File: src/rtl/syncc_pkg.sv
package syncc_pkg;

   localparam int unsigned BUS_W  = 32;
   localparam int unsigned HALF_W = 16;

   localparam logic [1:0] SZ_BYTE = 2'd0;
   localparam logic [1:0] SZ_HALF = 2'd1;
   localparam logic [1:0] SZ_WORD = 2'd2;

   typedef enum logic [2:0] {
      ACC_IDLE,
      ACC_REJECT,
      ACC_FULL,
      ACC_LOWER,
      ACC_UPPER
   } acc_kind_e;

endpackage

File: src/rtl/syncc_tick_counter.sv
module syncc_tick_counter #(
   parameter int unsigned CNT_W = 32
) (
   input  logic             clk,
   input  logic             rst_n,
   input  logic             tick_i,
   output logic [CNT_W-1:0] count_o
);

   logic [CNT_W-1:0] count_q;

   always_ff @(posedge clk) begin
      if (!rst_n)
         count_q <= '0;
      else if (tick_i)
         count_q <= count_q + 1'b1;
   end

   assign count_o = count_q;

   // one step per tick, otherwise still
   p_step_r1: assert property (@(posedge clk) disable iff (!rst_n)
      tick_i |=> count_q == CNT_W'($past(count_q) + 1'b1));
   p_idle_r1: assert property (@(posedge clk) disable iff (!rst_n)
      !tick_i |=> $stable(count_q));
   // silent wrap
   p_wrap_r11: assert property (@(posedge clk) disable iff (!rst_n)
      (tick_i && (&count_q)) |=> count_q == '0);

endmodule

File: src/rtl/syncc_access_decode.sv
module syncc_access_decode
   import syncc_pkg::*;
#(
   parameter int unsigned ADDR_W   = 12,
   parameter logic [ADDR_W-1:0] ID_OFFS  = '0,
   parameter logic [ADDR_W-1:0] CNT_OFFS = ADDR_W'(16)
) (
   input  logic              req_i,
   input  logic              wr_i,
   input  logic [ADDR_W-1:0] addr_i,
   input  logic [1:0]        size_i,
   output acc_kind_e         kind_o,
   output logic              sel_cnt_o
);

   localparam int unsigned IDX_W = ADDR_W - 2;

   logic [IDX_W-1:0] word_idx;
   logic             hit_id;
   logic             hit_cnt;

   assign word_idx  = addr_i[ADDR_W-1:2];
   assign hit_id    = (word_idx == ID_OFFS[ADDR_W-1:2]);
   assign hit_cnt   = (word_idx == CNT_OFFS[ADDR_W-1:2]);
   assign sel_cnt_o = hit_cnt;

   always_comb begin
      kind_o = ACC_IDLE;
      if (req_i) begin
         if (wr_i || !(hit_id || hit_cnt)) begin
            kind_o = ACC_REJECT;
         end else begin
            unique case (size_i)
               SZ_WORD: kind_o = (addr_i[1:0] == 2'b00) ? ACC_FULL : ACC_REJECT;
               SZ_HALF: begin
                  if (addr_i[0])      kind_o = ACC_REJECT;
                  else if (addr_i[1]) kind_o = ACC_UPPER;
                  else                kind_o = ACC_LOWER;
               end
               default: kind_o = ACC_REJECT;
            endcase
         end
      end
   end

endmodule

File: src/rtl/syncc_resp_path.sv
module syncc_resp_path
   import syncc_pkg::*;
#(
   parameter int unsigned CNT_W    = 32,
   parameter logic [BUS_W-1:0] ID_VALUE = 32'h21
) (
   input  logic             clk,
   input  logic             rst_n,
   input  acc_kind_e        kind_i,
   input  logic             sel_cnt_i,
   input  logic [CNT_W-1:0] count_i,
   output logic [BUS_W-1:0] rdata_o,
   output logic             err_o
);

   logic [BUS_W-1:0]  count_ext;
   logic [BUS_W-1:0]  reg_val;
   logic [HALF_W-1:0] hold_q;
   logic [BUS_W-1:0]  rdata_d;

   if (CNT_W == BUS_W) begin : g_full
      assign count_ext = count_i;
   end else begin : g_pad
      assign count_ext = {{(BUS_W-CNT_W){1'b0}}, count_i};
   end

   assign reg_val = sel_cnt_i ? count_ext : ID_VALUE;

   always_comb begin
      unique case (kind_i)
         ACC_FULL:  rdata_d = reg_val;
         ACC_LOWER: rdata_d = {{HALF_W{1'b0}}, reg_val[HALF_W-1:0]};
         ACC_UPPER: rdata_d = {{HALF_W{1'b0}}, hold_q};
         default:   rdata_d = '0;
      endcase
   end

   always_ff @(posedge clk) begin
      if (!rst_n) begin
         hold_q  <= '0;
         rdata_o <= '0;
         err_o   <= 1'b0;
      end else begin
         rdata_o <= rdata_d;
         err_o   <= (kind_i == ACC_REJECT);
         if (kind_i == ACC_LOWER)
            hold_q <= reg_val[BUS_W-1:HALF_W];
      end
   end

   // only a low-half read may touch the holding register
   p_hold_keep_r8: assert property (@(posedge clk) disable iff (!rst_n)
      (kind_i != ACC_LOWER) |=> $stable(hold_q));
   // an error response carries no data
   p_err_zero_r10: assert property (@(posedge clk) disable iff (!rst_n)
      err_o |-> rdata_o == '0);
   // no request, quiet outputs
   p_idle_quiet_r10: assert property (@(posedge clk) disable iff (!rst_n)
      (kind_i == ACC_IDLE) |=> (!err_o && rdata_o == '0));
   // upper read echoes the held half
   p_upper_echo_r6: assert property (@(posedge clk) disable iff (!rst_n)
      (kind_i == ACC_UPPER) |=> rdata_o == {{HALF_W{1'b0}}, $past(hold_q)});

endmodule

File: src/rtl/syncc_timer.sv
module syncc_timer
   import syncc_pkg::*;
#(
   parameter int unsigned ADDR_W   = 12,
   parameter int unsigned CNT_W    = 32,
   parameter logic [ADDR_W-1:0] ID_OFFS  = '0,
   parameter logic [ADDR_W-1:0] CNT_OFFS = ADDR_W'(16),
   parameter logic [31:0] ID_VALUE = 32'h21
) (
   input  logic              clk,
   input  logic              rst_n,
   input  logic              tick_i,
   input  logic              req_i,
   input  logic              wr_i,
   input  logic [ADDR_W-1:0] addr_i,
   input  logic [1:0]        size_i,
   input  logic [31:0]       wdata_i,
   output logic [31:0]       rdata_o,
   output logic              err_o
);

   if (CNT_W < HALF_W + 1 || CNT_W > BUS_W) begin : g_bad_cnt
      $error("syncc_timer: CNT_W must lie in 17..32");
   end
   if (ADDR_W < 5) begin : g_bad_addr
      $error("syncc_timer: ADDR_W must be at least 5");
   end
   if (ID_OFFS[1:0] != 2'b00 || CNT_OFFS[1:0] != 2'b00 ||
       ID_OFFS[ADDR_W-1:2] == CNT_OFFS[ADDR_W-1:2]) begin : g_bad_map
      $error("syncc_timer: offsets must be distinct and word aligned");
   end

   acc_kind_e        kind;
   logic             sel_cnt;
   logic [CNT_W-1:0] count;

   syncc_tick_counter #(.CNT_W(CNT_W)) u_counter (
      .clk     (clk),
      .rst_n   (rst_n),
      .tick_i  (tick_i),
      .count_o (count)
   );

   syncc_access_decode #(
      .ADDR_W   (ADDR_W),
      .ID_OFFS  (ID_OFFS),
      .CNT_OFFS (CNT_OFFS)
   ) u_decode (
      .req_i     (req_i),
      .wr_i      (wr_i),
      .addr_i    (addr_i),
      .size_i    (size_i),
      .kind_o    (kind),
      .sel_cnt_o (sel_cnt)
   );

   syncc_resp_path #(
      .CNT_W    (CNT_W),
      .ID_VALUE (ID_VALUE)
   ) u_resp (
      .clk       (clk),
      .rst_n     (rst_n),
      .kind_i    (kind),
      .sel_cnt_i (sel_cnt),
      .count_i   (count),
      .rdata_o   (rdata_o),
      .err_o     (err_o)
   );

   // writes are refused, whatever they carry
   p_write_err_r8: assert property (@(posedge clk) disable iff (!rst_n)
      (req_i && wr_i && (wdata_i != 32'h0 || wdata_i == 32'h0)) |=> err_o);
   // word read of the identification slot
   p_ident_r3: assert property (@(posedge clk) disable iff (!rst_n)
      (req_i && !wr_i && size_i == SZ_WORD && addr_i == ID_OFFS)
      |=> rdata_o == ID_VALUE);
   // byte reads are refused
   p_byte_err_r7: assert property (@(posedge clk) disable iff (!rst_n)
      (req_i && size_i == SZ_BYTE) |=> (err_o && rdata_o == 32'h0));

endmodule

File: config.mk
export PLATFORM = sky130hd
export DESIGN_NAME = syncc_timer
export DESIGN_NICKNAME = d
export VERILOG_FILES = /design/src/rtl/syncc_pkg.sv /design/src/rtl/syncc_tick_counter.sv /design/src/rtl/syncc_access_decode.sv /design/src/rtl/syncc_resp_path.sv /design/src/rtl/syncc_timer.sv
export SDC_FILE = /design/constraint.sdc
export NUM_CORES = 1
export LEC_CHECK = 0
export ABC_CLOCK_PERIOD_IN_PS = 6620
export BUFFER_PORTS_ARGS = -buffer_cell sky130_fd_sc_hd__buf_2
export CORE_UTILIZATION = 33
export CTS_CLUSTER_SIZE = 30
export DETAILED_ROUTE_END_ITERATION = 10
export PLACE_DENSITY = 0.62
export SYNTH_ARGS = -nofsm -noshare
export SYNTH_HDL_FRONTEND = slang
export SYNTH_SLANG_ARGS = --single-unit
File: constraint.sdc
create_clock -name clk -period 6.62 [get_ports clk]
set_clock_uncertainty 0.2 [all_clocks]
set_input_delay 1.324 -clock clk [delete_from_list [all_inputs] [get_ports clk]]
set_output_delay 1.324 -clock clk [all_outputs]
set_load 0.05 [all_outputs]
Word level (Yosys, flattened, before mapping)
Index checks and enable logic that the tools add are counted.
W data, S select, Z words.
- register bits: 81
- input bits: 51
- output and inout bits: 33
- word-level logic and storage cells: 25
- add/sub/neg operators: 1
- eq/ne operators: 7
- muxes and demuxes: 8
- reductions and logical operators: 5
- operator list (cell ; number):
    $pmux W32 S3 ; 1
    $add A32 B1 Y32 const B ; 1
    $mux W32 ; 1
    $mux W3 ; 4
    $eq A10 B3 Y1 const B ; 1
    $logic_not A10 Y1 ; 1
    $eq A3 B2 Y1 const B ; 2
    $pmux W3 S2 ; 1
    $eq A3 B1 Y1 const B ; 1
    $eq A3 B3 Y1 const B ; 1
    $eq A2 B1 Y1 const B ; 1
    $eq A2 B2 Y1 const B ; 1
    $logic_not A2 Y1 ; 1
    $logic_or A1 B1 Y1 ; 2
    $mux W2 ; 1
    $logic_not A1 Y1 ; 1

Depth between registers and ports, before layout
- depth in word-level cells: 8
- gate-level depth with buffers: 8
- gate-level depth less buffers: 7

Hierarchy
A second synthesis with hierarchy kept.
- cells, all modules: 383
- area total of the unflattened synthesis: 3414.5 um^2
- by module, submodules not included (module ; instances ; cells each ; area each (um^2) ; sequential area each (um^2)):
    syncc_resp_path ; 1 ; 188 ; 1716.6 ; 980.9
    syncc_tick_counter ; 1 ; 176 ; 1562.7 ; 640.6
    syncc_access_decode ; 1 ; 19 ; 135.1 ; 0.0

Least setup slack after synthesis
No wires, ideal clock.
- path type: input to register
- start point: in size_i[0]
- end point: reg u_resp.hold_q[10]
- setup time: 0.120 ns
- data arrival time: 2.700 ns
- data required time: 6.300 ns
- path slack: 3.601 ns
- stages on the path: 7
- buffers on the path: 1
- cells stage by stage: inv_1 -> ha_1 -> nor4b_1 -> and2_1 -> nand4_4 -> buf_6 -> mux2i_1
- word-level cells in the longest chain between the ends: 5
- elaborated cells between the ends (all ways): 6
- those cells by class: eq/ne: 3; mux: 3
- ends and longest elaborated chain (item ; line ; text):
    start, declared ; syncc_timer.sv:16 ; input logic [1:0] size_i,
    $eq A2 B1 Y1 / $eq A2 B2 Y1 (equally long branches) ; syncc_access_decode.sv:33 ; unique case (size_i)
    $pmux W3 S2 (*) ; syncc_access_decode.sv:33 ;
    $mux W3 (*) ; syncc_access_decode.sv:30 ; if (wr_i || !(hit_id || hit_cnt)) begin
    $mux W3 (*) ; syncc_access_decode.sv:29 ; if (req_i) begin
    $eq A3 B2 Y1 (*) ; syncc_resp_path.sv:46 ; if (kind_i == ACC_LOWER)
    end signal, assigned ; syncc_resp_path.sv:47 ; hold_q <= reg_val[BUS_W-1:HALF_W];
    end, declared ; syncc_resp_path.sv:18 ; logic [HALF_W-1:0] hold_q;
Every way passes the cells marked *; elsewhere a longest branch is shown, timed or not.
A chain may end at the register's enable or synchronous reset.

Worst setup path after layout
- start point: in size_i[0]
- end point: reg u_resp.rdata_o[14]
- word-level cells in the longest chain between the ends: 6
- elaborated cells between the ends (all ways): 9
- those cells by class: eq/ne: 5; mux: 4
- ends and longest elaborated chain (item ; line ; text):
    $eq A2 B1 Y1 / $eq A2 B2 Y1 (equally long branches) ; syncc_access_decode.sv:33 ;
    $pmux W3 S2 (*) ; syncc_access_decode.sv:33 ;
    $mux W3 (*) ; syncc_access_decode.sv:30 ;
    $mux W3 (*) ; syncc_access_decode.sv:29 ;
    $eq A3 B3 Y1 / $eq A3 B2 Y1 (equally long branches) ; syncc_resp_path.sv:30 ; unique case (kind_i)
    $pmux W32 S3 (*) ; syncc_resp_path.sv:30 ;
    end signal, assigned ; syncc_resp_path.sv:44 ; rdata_o <= rdata_d;
    end, declared ; syncc_resp_path.sv:12 ; output logic [BUS_W-1:0] rdata_o,
Marks and branches as above.

==> impl_metrics.csv <==
group,metric,value,unit
run_status,status,"finished clean",
place,place.detailed.hpwl,4.810,mm
sta,grt_setup_unrepaired,"false",
final_layout,layout_commonest_cell,"sky130_fd_sc_hd__dfxtp_1",
sta,achievable-frequency,284.2,MHz
power_and_ir_drop,power.clock.fraction,41.4,%
place,placed_cell_area,3699,um^2
synth,post_synthesis_mux_area_share,5.071,%
final_layout,finalInstanceArea,3905,um^2
global_route,grt-ovfl-total,0,
sta,tns,0,ps
sta,worstMarginPinSlew,1029,ps
clock_tree,count_of_clock_tree_sinks,81,
routing,detail_route.vias_per_cell,4.759,
routing,route.detailed.wl_per_inst,13.33,um
final_layout,num-nets-final,448,
sta,finalWorstPathRequiredPeriod,3519,ps
floorplanning,floorplan.die.height,102.8,um
global_route,grt_start_max_net_pins,53,
place,place_congestion,0.7442,
clock_tree,tritoncts.num_buffers,9,
synth,synth_largest_area_cell,"sky130_fd_sc_hd__dfxtp_1",
clock_tree,clock_tree.root_cell,"sky130_fd_sc_hd__clkbuf_8",
synth,ys_seq_elements,81,
clock_tree,cts-htree-levels,3,
flow_run,drv_cap,0,
floorplanning,initial_core_util,34.17,%
synth,post_synth_xor_area_fraction,7.308,%
power_and_ir_drop,net-switching-power,0.1881,mW
synth,post-synth-top-area-fraction,48.32,%
critical_path,critPathTopFamily,"simple AND/OR/NAND/NOR gates",
floorplanning,io-pin-count,84,
power_and_ir_drop,internal_power,0.6937,mW
synth,synth-seq-area-share,48.32,%
clock_tree,max-clock-path-buffers,2,
power_and_ir_drop,power.sequential.fraction,55.6,%
clock_tree,path_clk_slew,80,ps
synth,post_synth_and_or_nand_nor_area_fraction,30.35,%
floorplanning,floorplan.die_area,10580,um^2
power_and_ir_drop,power-per-cell-area,225.8,nW/um^2
critical_path,worst-endpoint-arrival,3590,ps
place,io_buffer_count,51,
synth,synth_fa_ha_area_share,1.119,%
critical_path,cp_cell_sequence,"buf_2, inv_1, ha_1, nor4b_1, and2_1, and3_1, nand2_1, o21ai_1",
synth,area_fraction_in_compound_gates_after_synthesis,4.810,%
sta,fin_ws,3101,ps
routing,remaining_drc_errors,0,
routing,routed_wl,7.093,mm
clock_tree,hold_buffers,0,
final_layout,antenna_fix_cells,0,
clock_tree,clock_latency,350,ps
final_layout,highest_count_cells_in_the_layout_ignoring_fill_and_taps,"81 x sky130_fd_sc_hd__dfxtp_1, 59 x sky130_fd_sc_hd__nand2_1, 51 x sky130_fd_sc_hd__buf_2",
critical_path,critPathMaxStageDelay,860,ps
routing,detail_route.first_pass.iterations,4,
critical_path,timing.critical_path.to_type,"register",
synth,synth-warning-count,0,
synth,synth.cell_area,3356,um^2
synth,combinational_family_with_the_most_area_after_synthesis,"simple AND/OR/NAND/NOR gates",
sta,final_min_period_over_clock_period,53.15,%
synth,synth.lib_cells_used.distinct,43,
power_and_ir_drop,power.switching_fraction,21.33,%
critical_path,timing.critical_path.buf_inv,2,
critical_path,critical_path.max_fanout,30,
power_and_ir_drop,max-vdd-ir-drop,98.29,uV
global_route,grt_antenna_before_repair,0,
critical_path,required_arrival_time_at_the_worst_endpoint,6690,ps
floorplanning,coreArea,9819,um^2
critical_path,worst-setup-path-type,"primary input to register",
critical_path,cp_slowest_cell,"sky130_fd_sc_hd__and3_1",
power_and_ir_drop,power.share.combinational,3.0,%
final_layout,fraction_of_final_layout_cells_sized_beyond_drive_strength_1,20.80,%
sta,drv_slew,0,
routing,detailroute.via_count,2532,
global_route,grt_pass1_wl,11.74,mm
clock_tree,setup_bufs_post_cts,0,
final_layout,area_delta_synth_final,16.37,%
place,place_worst_setup_slack,2771,ps
routing,drtAntennaViolNets,0,
global_route,grt_pass1_vias,2430,
floorplanning,row_count,36,
synth,netlist_instances,346,
global_route,track_usage,14.54,%
routing,dr.first_iter.drc_count,102,
clock_tree,tritoncts,"done",
hold_path,hp-class,"register to register",
sta,final-setup-viol-count,0,
floorplanning,fp.dieW,102.8,um
synth,mappedNetlistNets,400,
synth,synth_area_per_cell,9.699,um^2
sta,slew_headroom,31.43,%
synth,synth_top_cells_by_area,"sky130_fd_sc_hd__dfxtp_1 48%, sky130_fd_sc_hd__nand2_1 6.6%, sky130_fd_sc_hd__xnor2_1 6.0%",
sta,timing.final.hold_violations,0,
clock_tree,post_cts_resized,0,
critical_path,startpoint_type,"primary input",
power_and_ir_drop,cellLeakagePower,1.691,nW
[per-stage QoR]
| step | cells | util, % | power (mW) | hold WS (ps) |
|---|---|---|---|---|
| 4_1_cts | 532 | 39.77 | 0.8923 | 276.1 |
| 6_report | 532 | 39.77 | 0.8819 | 270.0 |
| 2_1_floorplan | 346 | - | 0.5172 | 235.4 |
| 3_5_place_dp | 516 | 37.67 | 0.5286 | 262.4 |
| 5_1_grt | 532 | 39.77 | 0.9189 | 297.7 |
| 3_3_place_gp | 516 | 37.67 | 0.5278 | 253.6 |
[power by group through the flow]
stage | Sequential [mW] | Combinational [mW] | Clock, mW
after global routing | 0.490 | 0.0300 | 0.398
final | 0.490 | 0.0267 | 0.365
after global placement | 0.502 | 0.0262 | 0
after CTS | 0.490 | 0.0271 | 0.375
after floorplan | 0.502 | 0.0148 | 0
after detailed placement | 0.502 | 0.0269 | 0
[cell usage after synthesis]
| master | instances |
|---|---|
| sky130_fd_sc_hd__a21boi_0 | 2 |
| sky130_fd_sc_hd__a21boi_1 | 3 |
| sky130_fd_sc_hd__a21oi_1 | 1 |
| sky130_fd_sc_hd__a31oi_1 | 1 |
| sky130_fd_sc_hd__and2_0 | 1 |
| sky130_fd_sc_hd__and2_1 | 30 |
| sky130_fd_sc_hd__and3_1 | 19 |
| sky130_fd_sc_hd__and3_4 | 1 |
| sky130_fd_sc_hd__and4_2 | 1 |
| sky130_fd_sc_hd__buf_2 | 3 |
| sky130_fd_sc_hd__buf_4 | 2 |
| sky130_fd_sc_hd__buf_6 | 2 |
| sky130_fd_sc_hd__clkbuf_1 | 7 |
| sky130_fd_sc_hd__dfxtp_1 | 81 |
| sky130_fd_sc_hd__ha_1 | 3 |
| sky130_fd_sc_hd__inv_1 | 6 |
| sky130_fd_sc_hd__mux2i_1 | 17 |
| sky130_fd_sc_hd__nand2_1 | 59 |
| sky130_fd_sc_hd__nand2b_1 | 3 |
| sky130_fd_sc_hd__nand3_1 | 11 |
| sky130_fd_sc_hd__nand3_4 | 1 |
| sky130_fd_sc_hd__nand4_1 | 12 |
| sky130_fd_sc_hd__nand4_2 | 2 |
| sky130_fd_sc_hd__nand4_4 | 2 |
| sky130_fd_sc_hd__nand4b_1 | 1 |
| sky130_fd_sc_hd__nor2_1 | 3 |
| sky130_fd_sc_hd__nor2b_1 | 3 |
| sky130_fd_sc_hd__nor3_1 | 5 |
| sky130_fd_sc_hd__nor3_2 | 2 |
| sky130_fd_sc_hd__nor3_4 | 1 |
| sky130_fd_sc_hd__nor4_1 | 2 |
| sky130_fd_sc_hd__nor4_2 | 1 |
| sky130_fd_sc_hd__nor4_4 | 2 |
| sky130_fd_sc_hd__nor4b_1 | 1 |
| sky130_fd_sc_hd__o21a_1 | 1 |
| sky130_fd_sc_hd__o21ai_0 | 7 |
| sky130_fd_sc_hd__o21ai_1 | 12 |
| sky130_fd_sc_hd__o21ba_2 | 1 |
| sky130_fd_sc_hd__or3_1 | 3 |
| sky130_fd_sc_hd__or3_4 | 1 |
| sky130_fd_sc_hd__or4_4 | 2 |
| sky130_fd_sc_hd__xnor2_1 | 23 |
| sky130_fd_sc_hd__xor2_1 | 5 |
[final cells by class]
type | instances | area [um^2]
clock inverters | 4 | 51.30
clock buffers | 12 | 155.1
fillers | 1020 | 5914
multi-input cells | 245 | 1633
inverters | 6 | 22.52
repair buffers | 51 | 255.2
well taps | 133 | 166.4
flip-flops and latches | 81 | 1622
[sequential cells by signal, summed over array words and instances (netlist names)]
| name | cells |
|---|---|
| u_resp.rdata_o | 32 |
| u_resp.err_o | 1 |
| u_counter.count_o | 32 |
| u_resp.hold_q | 16 |
[worst reg2reg max path, stage by stage, from the launching register on]
cell                      delay (ps)
sky130_fd_sc_hd__dfxtp_1         420
sky130_fd_sc_hd__ha_1            220
sky130_fd_sc_hd__nand4_2         230
sky130_fd_sc_hd__nor3_2          550
sky130_fd_sc_hd__nand3_1         200
sky130_fd_sc_hd__xnor2_1         160
sky130_fd_sc_hd__and2_1          150
[metal layers]
layer	global-route usage, %	vias to the layer above	wire (um)
li1	-	1271	-
met1	19.00	1200	3415
met2	23.23	53	3315
met3	4.475	8	295
met4	4.009	0	67
met5	0	-	0
[logic make-up (layout without fill, tap and decap cells)]
| group | after synthesis | in the layout |
|---|---|---|
| AO/OA/AOI/OAI | 28 | 28 |
| XOR/XNOR | 28 | 28 |
| multiplexers | 17 | 17 |
| adder cells (fa/ha/maj) | 3 | 3 |
| buffers and inverters | 20 | 73 |
| AND/OR/NAND/NOR | 169 | 169 |
| flip-flops | 81 | 81 |
[path summary, 6_finish.rpt]
check        slack, ps                                 end  cells past startpoint                         startpoint
max reg2reg       4380  u_counter.count_o[16]$_SDFFE_PN0P_                      6  u_counter.count_o[0]$_SDFFE_PN0P_
min                270       u_resp.hold_q[3]$_SDFFE_PN0P_                      2      u_resp.hold_q[3]$_SDFFE_PN0P_
min reg2reg        270       u_resp.hold_q[3]$_SDFFE_PN0P_                      2      u_resp.hold_q[3]$_SDFFE_PN0P_
max               3100       u_resp.rdata_o[14]$_SDFF_PN0_                      8                          size_i[0]
Note: power is estimated with default switching activity, not from simulation.
